--- config.mk ---
export PLATFORM = sky130hd
export DESIGN_NAME = exc_seq_ctrl
export DESIGN_NICKNAME = d
export VERILOG_FILES = /design/src/rtl/exc_seq_pkg.sv /design/src/rtl/exc_arbiter.sv /design/src/rtl/exc_bank.sv /design/src/rtl/exc_seq_ctrl.sv
export SDC_FILE = /design/constraint.sdc
export NUM_CORES = 1
export LEC_CHECK = 0
export ABC_AREA = 1
export BUFFER_PORTS_ARGS = -buffer_cell sky130_fd_sc_hd__buf_2
export CORE_UTILIZATION = 54
export CTS_CLUSTER_DIAMETER = 50
export DETAILED_ROUTE_END_ITERATION = 8
export PLACE_DENSITY = 0.81
export SYNTH_ARGS = -nofsm -noshare
export SYNTH_HDL_FRONTEND = slang
export SYNTH_SLANG_ARGS = --single-unit
--- constraint.sdc ---
create_clock -name clk -period 2.47 [get_ports clk]
set_input_delay 0.494 -clock clk [delete_from_list [all_inputs] [get_ports clk]]
set_output_delay 0.494 -clock clk [all_outputs]
set_load 0.01 [all_outputs]
--- src/rtl/exc_seq_pkg.sv ---
package exc_seq_pkg;
  localparam int unsigned MODE_W   = 2;
  localparam int unsigned NUM_EXC  = 2;
  localparam int unsigned MODE_LSB = 0;
  localparam int unsigned IMSK_BIT = 2;
  localparam int unsigned FMSK_BIT = 3;
  localparam int unsigned FLAG_LSB = 4;

  typedef enum logic [MODE_W-1:0] {
    MODE_BASE = 2'd0,
    MODE_IRQ  = 2'd1,
    MODE_FIQ  = 2'd2
  } mode_e;
endpackage

--- src/rtl/exc_arbiter.sv ---
module exc_arbiter (
  input  logic irq_req,
  input  logic fiq_req,
  input  logic irq_masked,
  input  logic fiq_masked,
  input  logic hold,
  output logic take_irq,
  output logic take_fiq
);
  logic fiq_ok, irq_ok;

  assign fiq_ok   = fiq_req && !fiq_masked;
  assign irq_ok   = irq_req && !irq_masked;
  // the fast source outranks the normal one; a return in flight holds both
  assign take_fiq = !hold && fiq_ok;
  assign take_irq = !hold && irq_ok && !fiq_ok;
endmodule

--- src/rtl/exc_bank.sv ---
module exc_bank #(
  parameter int unsigned PC_W   = 32,
  parameter int unsigned ST_W   = 8,
  parameter int unsigned NBANK  = 2,
  parameter int unsigned SEL_W  = 2
) (
  input  logic             clk,
  input  logic             rst_n,
  input  logic             wr_en,
  input  logic [SEL_W-1:0] wr_sel,
  input  logic [PC_W-1:0]  wr_pc,
  input  logic [ST_W-1:0]  wr_st,
  input  logic [SEL_W-1:0] rd_sel,
  output logic [PC_W-1:0]  rd_pc,
  output logic [ST_W-1:0]  rd_st
);
  logic [PC_W-1:0] lr_q [NBANK+1];
  logic [ST_W-1:0] sv_q [NBANK+1];

  // slot 0 stands for base mode, which owns no bank
  assign lr_q[0] = '0;
  assign sv_q[0] = '0;

  for (genvar b = 1; b <= NBANK; b++) begin : g_bank
    always_ff @(posedge clk) begin
      if (!rst_n) begin
        lr_q[b] <= '0;
        sv_q[b] <= '0;
      end else if (wr_en && (wr_sel == SEL_W'(b))) begin
        lr_q[b] <= wr_pc;
        sv_q[b] <= wr_st;
      end
    end
  end

  always_comb begin
    rd_pc = '0;
    rd_st = '0;
    for (int i = 1; i <= NBANK; i++) begin
      if (rd_sel == SEL_W'(i)) begin
        rd_pc = lr_q[i];
        rd_st = sv_q[i];
      end
    end
  end
endmodule

--- src/rtl/exc_seq_ctrl.sv ---
module exc_seq_ctrl
  import exc_seq_pkg::*;
#(
  parameter int unsigned     PC_W    = 32,
  parameter int unsigned     FLAG_W  = 4,
  parameter logic [PC_W-1:0] IRQ_VEC = 32'h18,
  parameter logic [PC_W-1:0] FIQ_VEC = 32'h1C,
  parameter int unsigned     RET_OFS = 4
) (
  input  logic                   clk,
  input  logic                   rst_n,
  input  logic                   irq_req,
  input  logic                   fiq_req,
  input  logic                   ret_req,
  input  logic [PC_W-1:0]        cur_pc,
  input  logic                   flag_we,
  input  logic [FLAG_W-1:0]      flags_i,
  output logic [PC_W-1:0]        next_pc_o,
  output logic                   flush_o,
  output logic [FLAG_W+3:0]      stat_o,
  output logic [1:0]             mode_o,
  output logic [PC_W-1:0]        link_o,
  output logic [FLAG_W+3:0]      spsr_o,
  output logic                   ret_err_o
);
  localparam int unsigned ST_W = FLAG_W + FLAG_LSB;

  logic [ST_W-1:0]   stat_q, stat_d;
  logic [PC_W-1:0]   pc_q, pc_d;
  logic              flush_q, err_q;
  logic [MODE_W-1:0] mode_cur, tgt_mode;
  logic              in_exc, do_ret, bad_ret;
  logic              take_irq, take_fiq, take_any;
  logic [PC_W-1:0]   bank_pc;
  logic [ST_W-1:0]   bank_st;

  assign mode_cur = stat_q[MODE_LSB +: MODE_W];
  assign in_exc   = (mode_cur != MODE_BASE);
  assign do_ret   = ret_req && in_exc;
  assign bad_ret  = ret_req && !in_exc;
  assign take_any = take_irq || take_fiq;
  assign tgt_mode = take_fiq ? MODE_FIQ : MODE_IRQ;

  exc_arbiter u_arb (
    .irq_req    (irq_req),
    .fiq_req    (fiq_req),
    .irq_masked (stat_q[IMSK_BIT]),
    .fiq_masked (stat_q[FMSK_BIT]),
    .hold       (ret_req),
    .take_irq   (take_irq),
    .take_fiq   (take_fiq)
  );

  exc_bank #(
    .PC_W  (PC_W),
    .ST_W  (ST_W),
    .NBANK (NUM_EXC),
    .SEL_W (MODE_W)
  ) u_bank (
    .clk    (clk),
    .rst_n  (rst_n),
    .wr_en  (take_any),
    .wr_sel (tgt_mode),
    .wr_pc  (cur_pc),
    .wr_st  (stat_q),
    .rd_sel (mode_cur),
    .rd_pc  (bank_pc),
    .rd_st  (bank_st)
  );

  always_comb begin
    stat_d = stat_q;
    pc_d   = pc_q;
    if (do_ret) begin
      stat_d = bank_st;
      pc_d   = bank_pc - PC_W'(RET_OFS);
    end else if (take_fiq) begin
      stat_d[MODE_LSB +: MODE_W] = MODE_FIQ;
      stat_d[IMSK_BIT]           = 1'b1;
      stat_d[FMSK_BIT]           = 1'b1;
      pc_d                       = FIQ_VEC;
    end else if (take_irq) begin
      stat_d[MODE_LSB +: MODE_W] = MODE_IRQ;
      stat_d[IMSK_BIT]           = 1'b1;
      pc_d                       = IRQ_VEC;
    end else if (flag_we && !ret_req) begin
      stat_d[FLAG_LSB +: FLAG_W] = flags_i;
    end
  end

  always_ff @(posedge clk) begin
    if (!rst_n) begin
      stat_q  <= '0;
      pc_q    <= '0;
      flush_q <= 1'b0;
      err_q   <= 1'b0;
    end else begin
      stat_q  <= stat_d;
      pc_q    <= pc_d;
      flush_q <= do_ret || take_any;
      err_q   <= bad_ret;
    end
  end

  assign next_pc_o = pc_q;
  assign flush_o   = flush_q;
  assign stat_o    = stat_q;
  assign mode_o    = mode_cur;
  assign link_o    = bank_pc;
  assign spsr_o    = bank_st;
  assign ret_err_o = err_q;
endmodule

==> results.ini <==
[placement]
dp_slack_ps = 322
post-place-cells = 1078
routabilityCongestion = 0.925
dp_hpwl_mm = 11.5
port_buffers = 125
placed_cell_area_sq_mm = 0.00641

[global_route]
grt_pass1_wl_mm = 27.2
grt_max_degree = 62
grt.overflow.total = 0
grt_pass1_vias = 5553
gr-usage-all-layers = 0.312
antenna_found_initial = 0

[timing]
setup_viol = 0
max_slew.worst_pin.slew_ps = 684
rsz0062_at_grt = false
hold_violations = 0
setup_ws_ps = 83.2
max_freq_mhz = 419
fin_worst_skew_ps = 7.65
setup_tns_ps = 0
holdWs_ps = 207
layout_min_cycle_time_ps = 2390
min_period_over_period = 0.966
maxSlewHeadroom = 0.543
drv_slew = 0

[die]
core-area_sq_mm = 0.0103
die_h_um = 105
die_area_sq_mm = 0.0110
io_pins = 126
initial_core_util = 0.555
num_rows = 37
die_w_um = 105

[clock_tree]
cts_tree = yes
numCtsBuffers = 17
cts_setup_buffers = 0
htree_levels = 4
hold_buffers = 0
cts.sinks = 122
clk_pin_slew_worst_paths_ps = 60
cts-root-buf = clkbuf_8
clock_latency_ps = 520
ctsLongestPathBuffers = 2

[power]
power_switching_mw = 1.68
finalPower_mw = 5.82
powerDensity_mw_per_mm2 = 824
swShare = 0.289
p_int_mw = 4.14
worst_ir_drop_vdd_uv = 454
p_seq_frac = 0.377
pwr-share-clk = 0.455
combPwrFrac = 0.167
p_leak_nw = 3.37

[hold_path]
hold_path.class = in -> reg

[cells_and_area]
layout.nets = 1004
final_util = 0.685
final_cell_mix = nor2_1 (170), nand2_1 (141), buf_2 (125)
drive_gt1_frac = 0.228
layout_commonest_cell = nor2_1
instances_no_fill = 1110
finish.instance_area_sq_mm = 0.00707
syn2layout_area_growth_pct = 23.4
num_antenna_cells = 0

[yosys]
synthCells = 849
syn_area_sq_mm = 0.00573
avgSynthCellArea_sq_um = 6.75
synth_cell_types = 28
synth-seq-cells = 122
syn-num-nets = 892
ys.warnings.count = 0
synth-seq-area-share = 0.426

[setup_path]
setup.worst_path.class = reg -> out
end_kind = output pin
cp.arrival_ps = 1890
path_max_fanout = 15
critPathRequiredTime_ps = 1980
startpoint_type = flop

[status]
status = complete, no violations

[route]
num_vias = 6071
ant_nets = 0
wl_mm = 16.9
drc = 0
drt-wirelength-per-cell_um = 15.2
drt_iter0_drc = 514
viasPerCell = 5.47
firstDrtPassIters = 6

[run]
maxCapViolCount = 0

## cells in the mapped netlist
| master | instances | area [sq um] |
|---|---|---|
| nor3_1 | 2 | 10.0 |
| a211oi_1 | 4 | 30.0 |
| buf_2 | 10 | 50.1 |
| o22ai_1 | 6 | 37.5 |
| nand3_1 | 92 | 460 |
| nand4_1 | 2 | 12.5 |
| o2111ai_1 | 1 | 8.76 |
| nand3_2 | 4 | 40.0 |
| inv_2 | 6 | 22.5 |
| o211ai_1 | 1 | 7.51 |
| nand2_1 | 142 | 533 |
| a22o_1 | 1 | 8.76 |
| inv_1 | 52 | 195 |
| nor2_1 | 174 | 653 |
| o21bai_1 | 6 | 45.0 |
| clkinv_1 | 2 | 7.51 |
| buf_4 | 7 | 52.6 |
| o21ai_0 | 90 | 450 |
| a21oi_1 | 59 | 295 |
| clkbuf_1 | 31 | 116 |
| nand2_2 | 13 | 81.3 |
| ha_1 | 1 | 12.5 |
| buf_6 | 4 | 45.0 |
| dfxtp_1 | 122 | 2440 |
| nor2_4 | 1 | 11.3 |
| nor3b_1 | 1 | 7.51 |
| o21ai_1 | 2 | 10.0 |
| nor2_2 | 13 | 81.3 |
## routing by layer
layer  wire (um)  GRT usage  part of all wire  up-vias
met4         538      0.143             0.032        0
met2        7810      0.502              0.46      291
met5           0          0                 0        -
li1            -          -                 -     2990
met3        1460     0.0605             0.086       49
met1        7110      0.405              0.42     2741
## final cells by class
class	instances	area (sq um)
Fill cell	901	3260
Multi-Input combinational cell	615	2820
Sequential cell	122	2440
Timing Repair Buffer	145	779
Clock buffer	19	442
Inverter	60	228
Clock inverter	13	190
Tap cell	136	170
## cell families after synthesis
| group | count (synthesis) | synth area share |
|---|---|---|
| AND/OR/NAND/NOR | 444 | 0.330 |
| AO/OA/AOI/OAI | 170 | 0.156 |
| flip-flops | 122 | 0.426 |
| buffers and inverters | 112 | 0.0854 |
| adder cells (fa/ha/maj) | 1 | 0.00218 |
## critical path, stage by stage (launching register included)
cell and delay [ps]:
dfxtp_2 360, inv_2 130, nor2_2 140, buf_4 170, inv_1 140, o22ai_2 250, buf_2 180
## final timing paths
kind | startpoint | endpoint | slack (ps) | cells after the start
setup / recovery | stat_o[0] | link_o[31] | 80 | 6
hold / removal | cur_pc[19] | u_bank.lr_q[19] | 210 | 3
setup reg to reg | stat_o[1] | next_pc_o[20] | 280 | 15
hold reg to reg | u_bank.sv_q[10] | u_bank.sv_q[10] | 450 | 2
## flip-flops by register name (all words and copies together) (netlist names)
name         count
next_pc_o       32
stat_o           8
flush_o          1
ret_err_o        1
u_bank.sv_q     16
u_bank.lr_q     64
## power by group through the flow
stage	clock, mW	sequential [mW]	combinational, mW
after global routing	2.74	2.21	1.09
after CTS	2.66	2.20	0.961
after global placement	0	2.23	0.928
after detailed placement	0	2.24	0.947
after floorplan	0	2.24	0.654
final	2.65	2.20	0.975
## repair_timing
action | CTS | global route
setup endpoints to repair | 10 | 16
pin swaps | 0 | 0
gates resized for setup | 4 | 7
No activity file was read; power rests on OpenSTA's default activity.
